$ cat src/rtl/rgmii_rx_pkg.sv
package rgmii_rx_pkg;

  typedef enum logic [1:0] {
    ST_WAIT = 2'd0,   // ignore the line until rx_ctl is low
    ST_SEEK = 2'd1,   // hunting preamble / delimiter
    ST_DATA = 2'd2    // inside a frame
  } fr_state_e;

  localparam logic [7:0]  PRE_BYTE    = 8'h55;
  localparam logic [7:0]  SFD_BYTE    = 8'hD5;
  localparam logic [31:0] CRC_POLY_R  = 32'hEDB88320;
  localparam logic [31:0] CRC_RESIDUE = 32'hC704DD7B;

  // One byte through the reflected CRC-32, LSB first.
  function automatic logic [31:0] crc32_step(input logic [31:0] crc_in,
                                             input logic [7:0]  din);
    logic [31:0] c;
    c = crc_in;
    for (int i = 0; i < 8; i++) begin
      c = (c >> 1) ^ (CRC_POLY_R & {32{c[0] ^ din[i]}});
    end
    return c;
  endfunction

  function automatic logic [31:0] bit_rev32(input logic [31:0] v);
    logic [31:0] r;
    for (int i = 0; i < 32; i++) r[i] = v[31-i];
    return r;
  endfunction

endpackage

$ cat src/rtl/rx_byte_pack.sv
module rx_byte_pack #(
  parameter int NIB_W = 4
) (
  input  logic               clk,
  input  logic               rst_n,
  input  logic [NIB_W-1:0]   nib_rise,
  input  logic [NIB_W-1:0]   nib_fall,
  input  logic               rx_ctl,
  output logic [2*NIB_W-1:0] byte_q,
  output logic               ctl_q
);
  always_ff @(posedge clk) begin
    if (!rst_n) begin
      byte_q <= '0;
      ctl_q  <= 1'b0;
    end else begin
      byte_q <= {nib_fall, nib_rise};
      ctl_q  <= rx_ctl;
    end
  end
endmodule

$ cat src/rtl/rx_frame_check.sv
module rx_frame_check
  import rgmii_rx_pkg::*;
#(
  parameter int MIN_LEN = 64,
  parameter int LEN_W   = 11
) (
  input  logic       clk,
  input  logic       rst_n,
  input  logic       clr,
  input  logic       en,
  input  logic [7:0] din,
  output logic       crc_ok,
  output logic       long_ok
);
  localparam logic [LEN_W-1:0] LEN_MAX = {LEN_W{1'b1}};
  localparam logic [LEN_W-1:0] LEN_MIN = LEN_W'(MIN_LEN);

  logic [31:0]      crc_r;
  logic [LEN_W-1:0] cnt_r;

  always_ff @(posedge clk) begin
    if (!rst_n) begin
      crc_r <= '1;
      cnt_r <= '0;
    end else if (clr) begin
      crc_r <= '1;
      cnt_r <= '0;
    end else if (en) begin
      crc_r <= crc32_step(crc_r, din);
      if (cnt_r != LEN_MAX) cnt_r <= cnt_r + 1'b1;
    end
  end

  assign crc_ok  = (bit_rev32(crc_r) == CRC_RESIDUE);
  assign long_ok = (cnt_r >= LEN_MIN);


  len_monotonic_chk: assert property (@(posedge clk) disable iff (!rst_n)
    !clr |=> cnt_r >= $past(cnt_r));


  len_clear_chk: assert property (@(posedge clk) disable iff (!rst_n)
    clr |=> cnt_r == '0);
endmodule

$ cat src/rtl/rx_sfd_fsm.sv
module rx_sfd_fsm
  import rgmii_rx_pkg::*;
(
  input  logic       clk,
  input  logic       rst_n,
  input  logic [7:0] byte_q,
  input  logic       ctl_q,
  input  logic       crc_ok,
  input  logic       long_ok,
  output logic       chk_clr,
  output logic       chk_en,
  output logic       out_valid,
  output logic [7:0] out_data,
  output logic       out_sof,
  output logic       out_eof,
  output logic       out_bad,
  output logic       align_err
);
  fr_state_e  state;
  logic [7:0] pend_byte;
  logic       pend_vld;
  logic       first_pend;

  // named events
  logic sfd_hit, pre_bad, data_take, frame_end;
  assign sfd_hit   = (state == ST_SEEK) && ctl_q && (byte_q == SFD_BYTE);
  assign pre_bad   = (state == ST_SEEK) && ctl_q &&
                     (byte_q != SFD_BYTE) && (byte_q != PRE_BYTE);
  assign data_take = (state == ST_DATA) && ctl_q;
  assign frame_end = (state == ST_DATA) && !ctl_q;

  assign chk_clr = sfd_hit;
  assign chk_en  = data_take;

  always_ff @(posedge clk) begin
    if (!rst_n) begin
      state      <= ST_WAIT;
      pend_byte  <= '0;
      pend_vld   <= 1'b0;
      first_pend <= 1'b0;
      out_valid  <= 1'b0;
      out_data   <= '0;
      out_sof    <= 1'b0;
      out_eof    <= 1'b0;
      out_bad    <= 1'b0;
      align_err  <= 1'b0;
    end else begin
      out_valid <= 1'b0;
      out_sof   <= 1'b0;
      out_eof   <= 1'b0;
      out_bad   <= 1'b0;
      align_err <= 1'b0;
      unique case (state)
        ST_WAIT: if (!ctl_q) state <= ST_SEEK;
        ST_SEEK: begin
          if (sfd_hit) begin
            state      <= ST_DATA;
            pend_vld   <= 1'b0;
            first_pend <= 1'b1;
          end else if (pre_bad) begin
            state     <= ST_WAIT;
            align_err <= 1'b1;
          end
        end
        ST_DATA: begin
          if (data_take) begin
            if (pend_vld) begin
              out_valid  <= 1'b1;
              out_data   <= pend_byte;
              out_sof    <= first_pend;
              first_pend <= 1'b0;
            end
            pend_byte <= byte_q;
            pend_vld  <= 1'b1;
          end else begin
            if (pend_vld) begin
              out_valid <= 1'b1;
              out_data  <= pend_byte;
              out_sof   <= first_pend;
              out_eof   <= 1'b1;
              out_bad   <= !(crc_ok && long_ok);
            end
            pend_vld <= 1'b0;
            state    <= ST_SEEK;
          end
        end
        default: state <= ST_WAIT;
      endcase
    end
  end


  bad_only_at_end_chk: assert property (@(posedge clk) disable iff (!rst_n)
    out_bad |-> out_eof);


  sof_needs_valid_chk: assert property (@(posedge clk) disable iff (!rst_n)
    (out_sof || out_eof) |-> out_valid);


  align_err_to_wait_chk: assert property (@(posedge clk) disable iff (!rst_n)
    align_err |-> (state == ST_WAIT));


  end_after_ctl_low_chk: assert property (@(posedge clk) disable iff (!rst_n)
    out_eof |-> !$past(ctl_q));


  quiet_when_idle_chk: assert property (@(posedge clk) disable iff (!rst_n)
    (state != ST_DATA) |=> !out_valid);
endmodule

$ cat src/rtl/rgmii_rx_aligner.sv
module rgmii_rx_aligner #(
  parameter int NIB_W   = 4,
  parameter int MIN_LEN = 64,
  parameter int LEN_W   = 11
) (
  input  logic         clk,
  input  logic         rst_n,
  input  logic [3:0]   nib_rise,
  input  logic [3:0]   nib_fall,
  input  logic         rx_ctl,
  output logic         out_valid,
  output logic [7:0]   out_data,
  output logic         out_sof,
  output logic         out_eof,
  output logic         out_bad,
  output logic         align_err
);
  logic [7:0] byte_q;
  logic       ctl_q;
  logic       crc_ok, long_ok, chk_clr, chk_en;

  rx_byte_pack #(.NIB_W(NIB_W)) u_pack (
    .clk(clk), .rst_n(rst_n), .nib_rise(nib_rise), .nib_fall(nib_fall),
    .rx_ctl(rx_ctl), .byte_q(byte_q), .ctl_q(ctl_q)
  );

  rx_frame_check #(.MIN_LEN(MIN_LEN), .LEN_W(LEN_W)) u_check (
    .clk(clk), .rst_n(rst_n), .clr(chk_clr), .en(chk_en), .din(byte_q),
    .crc_ok(crc_ok), .long_ok(long_ok)
  );

  rx_sfd_fsm u_fsm (
    .clk(clk), .rst_n(rst_n), .byte_q(byte_q), .ctl_q(ctl_q),
    .crc_ok(crc_ok), .long_ok(long_ok), .chk_clr(chk_clr), .chk_en(chk_en),
    .out_valid(out_valid), .out_data(out_data), .out_sof(out_sof),
    .out_eof(out_eof), .out_bad(out_bad), .align_err(align_err)
  );
endmodule

$ cat config.mk
export PLATFORM = sky130hd
export DESIGN_NAME = rgmii_rx_aligner
export DESIGN_NICKNAME = d
export VERILOG_FILES = /design/src/rtl/rgmii_rx_pkg.sv /design/src/rtl/rx_byte_pack.sv /design/src/rtl/rx_frame_check.sv /design/src/rtl/rx_sfd_fsm.sv /design/src/rtl/rgmii_rx_aligner.sv
export SDC_FILE = /design/constraint.sdc
export NUM_CORES = 1
export LEC_CHECK = 0
export CORE_ASPECT_RATIO = 0.75
export CORE_UTILIZATION = 53
export DETAILED_ROUTE_END_ITERATION = 8
export GPL_TIMING_DRIVEN = 0
export PLACE_DENSITY = 0.83
export SLEW_MARGIN = 20
export SYNTH_ARGS = -nofsm -noshare
export SYNTH_HDL_FRONTEND = slang
export SYNTH_SLANG_ARGS = --single-unit
$ cat constraint.sdc
create_clock -name clk -period 1.95 [get_ports clk]
set_input_delay 0.195 -clock clk [delete_from_list [all_inputs] [get_ports clk]]
set_output_delay 0.195 -clock clk [all_outputs]
set_load 0.02 [all_outputs]
==> impl_metrics.env, run 1 <==
export IMPL_status="finished, violations left"
export IMPL_violations="setup timing"
export IMPL_coreArea_sq_um=6380
export IMPL_required_ns=2.20
export IMPL_final_hold_violation_count=0
export IMPL_die_y_um=72.8
export IMPL_crit_path_max_incr_delay_ns=0.42
export IMPL_synth_top_cell_area_share=0.435
export IMPL_grt_ovfl_total=0
export IMPL_antenna_found_initial=0
export IMPL_initial_core_util=0.555
export IMPL_port_buffers=23
export IMPL_dieArea_sq_um=7020
export IMPL_async_reset_ff_frac=0
export IMPL_clock_fmax_mhz=500
export IMPL_worst_setup_path_end_kind="register"
export IMPL_skew_ns=0.00701
export IMPL_insertion_delay_ns=0.36
export IMPL_drtPass1Iterations=5
export IMPL_critPathSlowestCell="or4_1"
export IMPL_slew_viol_final=0
export IMPL_slew_headroom=0.660
export IMPL_rsz0062_at_grt="yes"
export IMPL_ys_seq_area_frac=0.435
export IMPL_hpwlAfterDp_mm=5.72
export IMPL_cts_root_buffer="clkbuf_8"
export IMPL_maxCapViolCount=0
export IMPL_cts_made_buffers=9
export IMPL_synth_edff_count=0
export IMPL_nNetsFinal=428
export IMPL_vias_per_cell=5.66
export IMPL_power_density_nw_per_um2=788
export IMPL_r2r_slack_ns=-0.05
export IMPL_min_from="nib_rise[0]"
export IMPL_place_congestion=0.932
export IMPL_crit_type="reg2reg"
export IMPL_syn_inst=373
export IMPL_antennaDiodeCount=0
export IMPL_grt_pass1_vias=2642
export IMPL_worstSetupStartpointType="register"
export IMPL_grt_max_degree=15
export IMPL_synth_top_area_cell="dfxtp_1"
export IMPL_wirelength_mm=8.61
export IMPL_cpMostUsedCell="xnor2_4"
export IMPL_grt_pass1_wl_mm=13.5
export IMPL_preCtsSetupSlack_ns=-0.116
export IMPL_critPathMaxFanout=4
export IMPL_chipWidth_um=96.4
export IMPL_drc=0
export IMPL_vias=2835
export IMPL_tightest_slew_ns=0.509
export IMPL_synth_cell_types=42
export IMPL_drive_gt1_frac=0.126
export IMPL_synth_nets=386
export IMPL_post_route_min_period_ns=2.00
export IMPL_yosys_warnings=0
export IMPL_r2r_start="u_pack.byte_q[6]"
export IMPL_hold_depth=2
export IMPL_fillers=494
export IMPL_setup_viol=1
export IMPL_drt_iter0_drc=178
export IMPL_whs_endpoint="u_pack.byte_q[0]"
export IMPL_synth_seq_cells=77
export IMPL_syn_area_per_cell_sq_um=9.49
export IMPL_crit_family="XOR/XNOR gates"
export IMPL_ys_flop_type="dfxtp_1"
export IMPL_cts_max_path_buffers=2
export IMPL_peakVddDrop_uv=527
export IMPL_ios=24
export IMPL_syn_area_sq_um=3540
export IMPL_min_path_type="in2reg"
export IMPL_regArea_sq_um=1550
export IMPL_worst_slack_ns=-0.0498
export IMPL_syn_to_final_growth_pct=22.3
export IMPL_cts_max_level=3
export IMPL_crit_arrival_ns=2.25
export IMPL_multi_input_area_sq_um=2070
export IMPL_track_usage=0.263
export IMPL_worst_path_buf_inv=0
export IMPL_tritoncts="built"
export IMPL_fin_crit_sh=1.03
export IMPL_wl_per_cell_um=17.2
export IMPL_clk_pin_slew_ns=0.08
export IMPL_rows=25
export IMPL_dpl_cell_area_sq_um=3900
export IMPL_path_cells="xnor2_4 -> xnor2_4 -> xnor3_1 -> or4_1 -> o311a_1"
export IMPL_synth_area_top_cells="dfxtp_1 44%, xnor2_1 10%, nand2_1 7.3%"
export IMPL_r2r_cells=5
export IMPL_final_area_sq_um=4330
export IMPL_leakagePower_nw=1.71
export IMPL_clkSinkCount=77
export IMPL_ant_nets=0
export IMPL_rr_endpoint="u_check.crc_r[26]"
Yosys cell counts (all sizes together), types with 5 or more instances:
library cell / n
dfxtp: 77
nand2: 69
xnor2: 51
o211ai: 29
xor2: 27
a21oi: 23
nor2: 15
clkbuf: 14
and2: 11
nand4: 7
inv: 5
through the flow:
step	std cells	utilization	power [mW]	hold WS [ns]	TNS, ns
6_report	501	0.679	3.41	0.407	-0.0498
5_1_grt	501	0.679	3.52	0.397	-0.129
4_1_cts	498	0.666	3.39	0.400	-0.105
3_5_place_dp	477	0.612	1.99	0.441	-0.315
3_3_place_gp	477	0.612	1.99	0.436	-0.127
2_1_floorplan	373	-	1.91	0.322	0
cell families (layout without fill, tap and decap cells):
group | Yosys count | count (layout) | synth area share
AO/OA/AOI/OAI | 63 | 63 | 0.117
XOR/XNOR | 80 | 80 | 0.236
adder cells (fa/ha/maj) | 2 | 2 | 0.00707
buffers and inverters | 22 | 69 | 0.0251
flip-flops | 77 | 77 | 0.435
AND/OR/NAND/NOR | 129 | 129 | 0.179
metal layers:
layer	track usage	up-vias	routed length (um)
met5	0	-	0
met3	0.0917	23	707
met4	0.103	0	233
met2	0.388	114	3920
li1	-	1357	-
met1	0.355	1341	3750
power breakdown:
group          switching, mW  internal (mW)  leakage, nW
combinational          0.205          0.208        0.965
clock                  0.627          0.767        0.117
sequential            0.0245           1.58        0.624
total                  0.857           2.56         1.71
worst max path at each step:
stage	from	to	slack, ns	depth (start not counted)
global placement	u_check.crc_r[3]	u_check.crc_r[26]	-0.11	5
finish	u_pack.byte_q[6]	u_check.crc_r[26]	-0.05	5
detailed placement	u_pack.byte_q[2]	u_check.crc_r[26]	-0.12	5
CTS	u_pack.byte_q[7]	u_check.crc_r[26]	-0.05	5
global route	u_check.crc_r[6]	u_check.crc_r[26]	-0.11	5
floorplan	u_pack.byte_q[2]	u_check.crc_r[26]	0.009	5
worst register-to-register path, stage by stage, from the launching register on:
cell     delay (ns)
dfxtp_1        0.39
xnor2_4        0.36
xnor2_4        0.20
xnor3_1        0.40
or4_1          0.42
o311a_1        0.13
layout make-up:
| class | instances | area share |
|---|---|---|
| multi-input combinational | 274 | 0.477 |
| sequential | 77 | 0.357 |
| timing repair buffer | 32 | 0.0687 |
| clock buffer | 10 | 0.0318 |
| tap | 81 | 0.0234 |
| clock inverter | 6 | 0.0220 |
| buffer | 16 | 0.0156 |
| inverter | 5 | 0.00433 |
what timing repair did:
item                       CTS  global route
hold endpoints to repair     0             0
setup buffers                5             4
pin swaps                    5             3
hold buffers                 0             0
resized for setup           11             8
setup endpoints to repair   11            17
placed cells by master (no fill, tap or decap), drive strengths merged, types with 6 or more instances in the layout:
cell type / instances
dfxtp: 77
nand2: 69
xnor2: 51
o211ai: 29
xor2: 27
a21oi: 23
clkdlybuf4s50: 23
clkbuf: 23
nor2: 15
buf: 12
and2: 11
nand4: 7
inv: 6
sequential cells by signal, summed over array words and instances, names as in the netlist:
register / flops
u_pack.byte_q: 8
u_fsm.state: 2
u_fsm.pend_byte: 8
u_fsm.out_eof: 1
u_fsm.out_bad: 1
u_check.cnt_r: 11
u_fsm.first_pend: 1
u_fsm.align_err: 1
u_fsm.out_valid: 1
u_fsm.out_sof: 1
u_pack.ctl_q: 1
u_fsm.pend_vld: 1
u_check.crc_r: 32
u_fsm.out_data: 8
No activity file was read; power rests on OpenSTA's default activity.
==> run 2: changes to the inputs <==
--- a/config.mk
+++ b/config.mk
@@ -13,4 +13,5 @@
 export SLEW_MARGIN = 20
 export SYNTH_ARGS = -nofsm -noshare
 export SYNTH_HDL_FRONTEND = slang
+export SYNTH_HIERARCHICAL = 1
 export SYNTH_SLANG_ARGS = --single-unit
==> run 2 against run 1 <==
- the run still ends with setup timing left
- sequential power hardly changed
- first-iteration DRC count is 51% higher
- count of clock-buffer cells in the layout stayed put
- power is 1.0% lower
- die area is 2.4% higher
- non-clock buffer count is 2 higher
- synthesized cell count is 4.8% higher
- worst setup slack better by 0.032 ns
- sequential share of layout area is 0.80 points lower
- flip-flop and latch count stayed put
- critical path depth stayed put
- worst hold slack worse by 0.0053 ns
- critical endpoint is now u_check/crc_r[26]
- largest power group unchanged
==> impl_metrics.env, run 2 <==
export IMPL_vias=3012
export IMPL_synth_seq_cells=77
export IMPL_ios=24
export IMPL_fillers=476
export IMPL_worst_setup_path_end_kind="register"
export IMPL_required_ns=2.20
export IMPL_grt_max_degree=18
export IMPL_dpl_cell_area_sq_um=4000
export IMPL_rows=25
export IMPL_mostFrequentLayoutCells="65 x dfxtp_1, 58 x nand2_1, 41 x nor2_1"
export IMPL_clkSinkCount=77
export IMPL_status="finished, violations left"
export IMPL_drtPass1Iterations=5
export IMPL_synth_area_top_cells="dfxtp_1 42%, xnor2_1 8.7%, nand2_1 6.0%"
export IMPL_synth_cell_types=53
export IMPL_critPathMaxFanout=3
export IMPL_leakagePower_nw=1.73
export IMPL_vias_per_cell=5.77
export IMPL_initial_core_util=0.563
export IMPL_power_total_mw=3.38
export IMPL_insertion_delay_ns=0.36
export IMPL_cts_max_level=3
export IMPL_antennaDiodeCount=0
export IMPL_syn_to_final_growth_pct=23.5
export IMPL_wl_per_cell_um=17.5
export IMPL_async_reset_ff_frac=0
export IMPL_synthTopCellsByCount="77 x dfxtp_1, 58 x nand2_1, 41 x nor2_1"
export IMPL_yosys_warnings=6
export IMPL_fin_crit_sh=1.01
export IMPL_hold_depth=2
export IMPL_final_area_sq_um=4480
export IMPL_crit_path_max_incr_delay_ns=0.52
export IMPL_critPathSlowestCell="xnor3_2"
export IMPL_crit_type="reg2reg"
export IMPL_dieArea_sq_um=7180
export IMPL_yosys_cell_count_top_type="dfxtp_1"
export IMPL_synth_nets=404
export IMPL_antenna_found_initial=0
export IMPL_worst_path_buf_inv=0
export IMPL_port_buffers=23
export IMPL_synth_edff_count=0
export IMPL_path_cells="xnor2_4 -> xnor2_4 -> xnor3_2 -> or4_1 -> o311a_1"
export IMPL_syn_area_sq_um=3630
export IMPL_syn_area_per_cell_sq_um=9.28
export IMPL_ys_flop_type="dfxtp_1"
export IMPL_largest_register_ffs=32
export IMPL_power_density_nw_per_um2=754
export IMPL_drc=0
export IMPL_final_hold_violation_count=0
export IMPL_post_route_min_period_ns=1.97
export IMPL_violations="setup timing"
export IMPL_grt_pass1_wl_mm=14.4
export IMPL_cts_made_buffers=9
export IMPL_worstSetupStartpointType="register"
export IMPL_coreArea_sq_um=6440
export IMPL_crit_family="XOR/XNOR gates"
export IMPL_tightest_slew_ns=0.705
export IMPL_nNetsFinal=449
export IMPL_ant_nets=0
export IMPL_clock_fmax_mhz=508
export IMPL_hpwlAfterDp_mm=5.90
export IMPL_ys_seq_area_frac=0.425
export IMPL_place_congestion=0.921
export IMPL_drt_iter0_drc=268
export IMPL_chipWidth_um=97.5
export IMPL_worst_slack_ns=-0.0177
export IMPL_cpMostUsedCell="xnor2_4"
export IMPL_crit_arrival_ns=2.22
export IMPL_cts_root_buffer="clkbuf_8"
export IMPL_post_route_util=0.695
export IMPL_largest_registers="u_check/crc_r x32, u_check/cnt_r x11"
export IMPL_cts_max_path_buffers=2
export IMPL_synth_top_cell_area_share=0.425
export IMPL_top_register="u_check/crc_r"
export IMPL_grt_ovfl_total=0
export IMPL_slew_viol_final=0
export IMPL_tritoncts="built"
export IMPL_synth_top_area_cell="dfxtp_1"
export IMPL_die_y_um=73.7
export IMPL_drive_gt1_frac=0.172
export IMPL_r2r_cells=5
export IMPL_wirelength_mm=9.13
export IMPL_syn_inst=391
export IMPL_min_path_type="in2reg"
export IMPL_rsz0062_at_grt="yes"
export IMPL_track_usage=0.268
export IMPL_clk_pin_slew_ns=0.08
export IMPL_peakVddDrop_uv=551
export IMPL_maxCapViolCount=0
export IMPL_cp_depth=5
export IMPL_setup_viol=1
export IMPL_slew_headroom=0.527
export IMPL_skew_ns=0.00924
export IMPL_mostFrequentLayoutCell="dfxtp_1"
export IMPL_grt_pass1_vias=2844
run 2: final timing paths:
check,from,end,slack [ns]
hold / removal,nib_rise[3],u_pack/byte_q[3],0.40
setup / recovery,u_pack/byte_q[2],u_check/crc_r[26],-0.02
setup reg to reg,u_pack/byte_q[2],u_check/crc_r[26],-0.02
hold reg to reg,u_fsm/pend_byte[7],u_fsm/out_data[7],0.46
run 2: stage by stage:
stage / setup slack, ns / hold WS (ns) / setup TNS [ns] / instances
after global routing: -0.0715 / 0.385 / -0.135 / 522
after detailed placement: -0.398 / 0.447 / -6.14 / 495
after global placement: -0.372 / 0.442 / -4.06 / 495
final: -0.0177 / 0.402 / -0.0177 / 522
after CTS: -0.0365 / 0.390 / -0.0365 / 522
after floorplan: -0.0500 / 0.312 / -0.0500 / 391
run 2: layout make-up:
class                   count  area [sq um]  area share
multi-input cells         292          2150       0.481
flip-flops and latches     77          1560       0.349
repair buffers             36           340      0.0760
clock buffers              10           128      0.0285
well taps                  81           101      0.0226
clock inverters             6          86.3      0.0193
plain buffers              14          81.3      0.0182
inverters                   6          25.0     0.00559
run 2: repair_timing:
| item | in CTS | in global routing |
|---|---|---|
| setup buffers | 12 | 1 |
| hold buffers | 0 | 0 |
| pin swaps | 11 | 7 |
| resized for setup | 28 | 20 |
| setup endpoints to repair | 36 | 20 |
run 2: power by group:
group	switching [mW]	internal, mW	leakage [nW]
Combinational	0.206	0.242	1.00
Clock	0.608	0.721	0.107
Sequential	0.0233	1.58	0.624
run 2: cell families after synthesis:
| family | Yosys count | share of synthesized area |
|---|---|---|
| simple gates | 157 | 0.217 |
| xor+xnor | 68 | 0.221 |
| fa+ha+maj | 2 | 0.00690 |
| flops | 77 | 0.425 |
| compound gates | 65 | 0.104 |
| buf+inv | 22 | 0.0262 |
run 2: per-layer routing:
layer | wire (um) | global-route usage
met1 | 3920 | 0.330
met3 | 702 | 0.0885
met5 | 0 | 0
met4 | 373 | 0.139
met2 | 4130 | 0.423
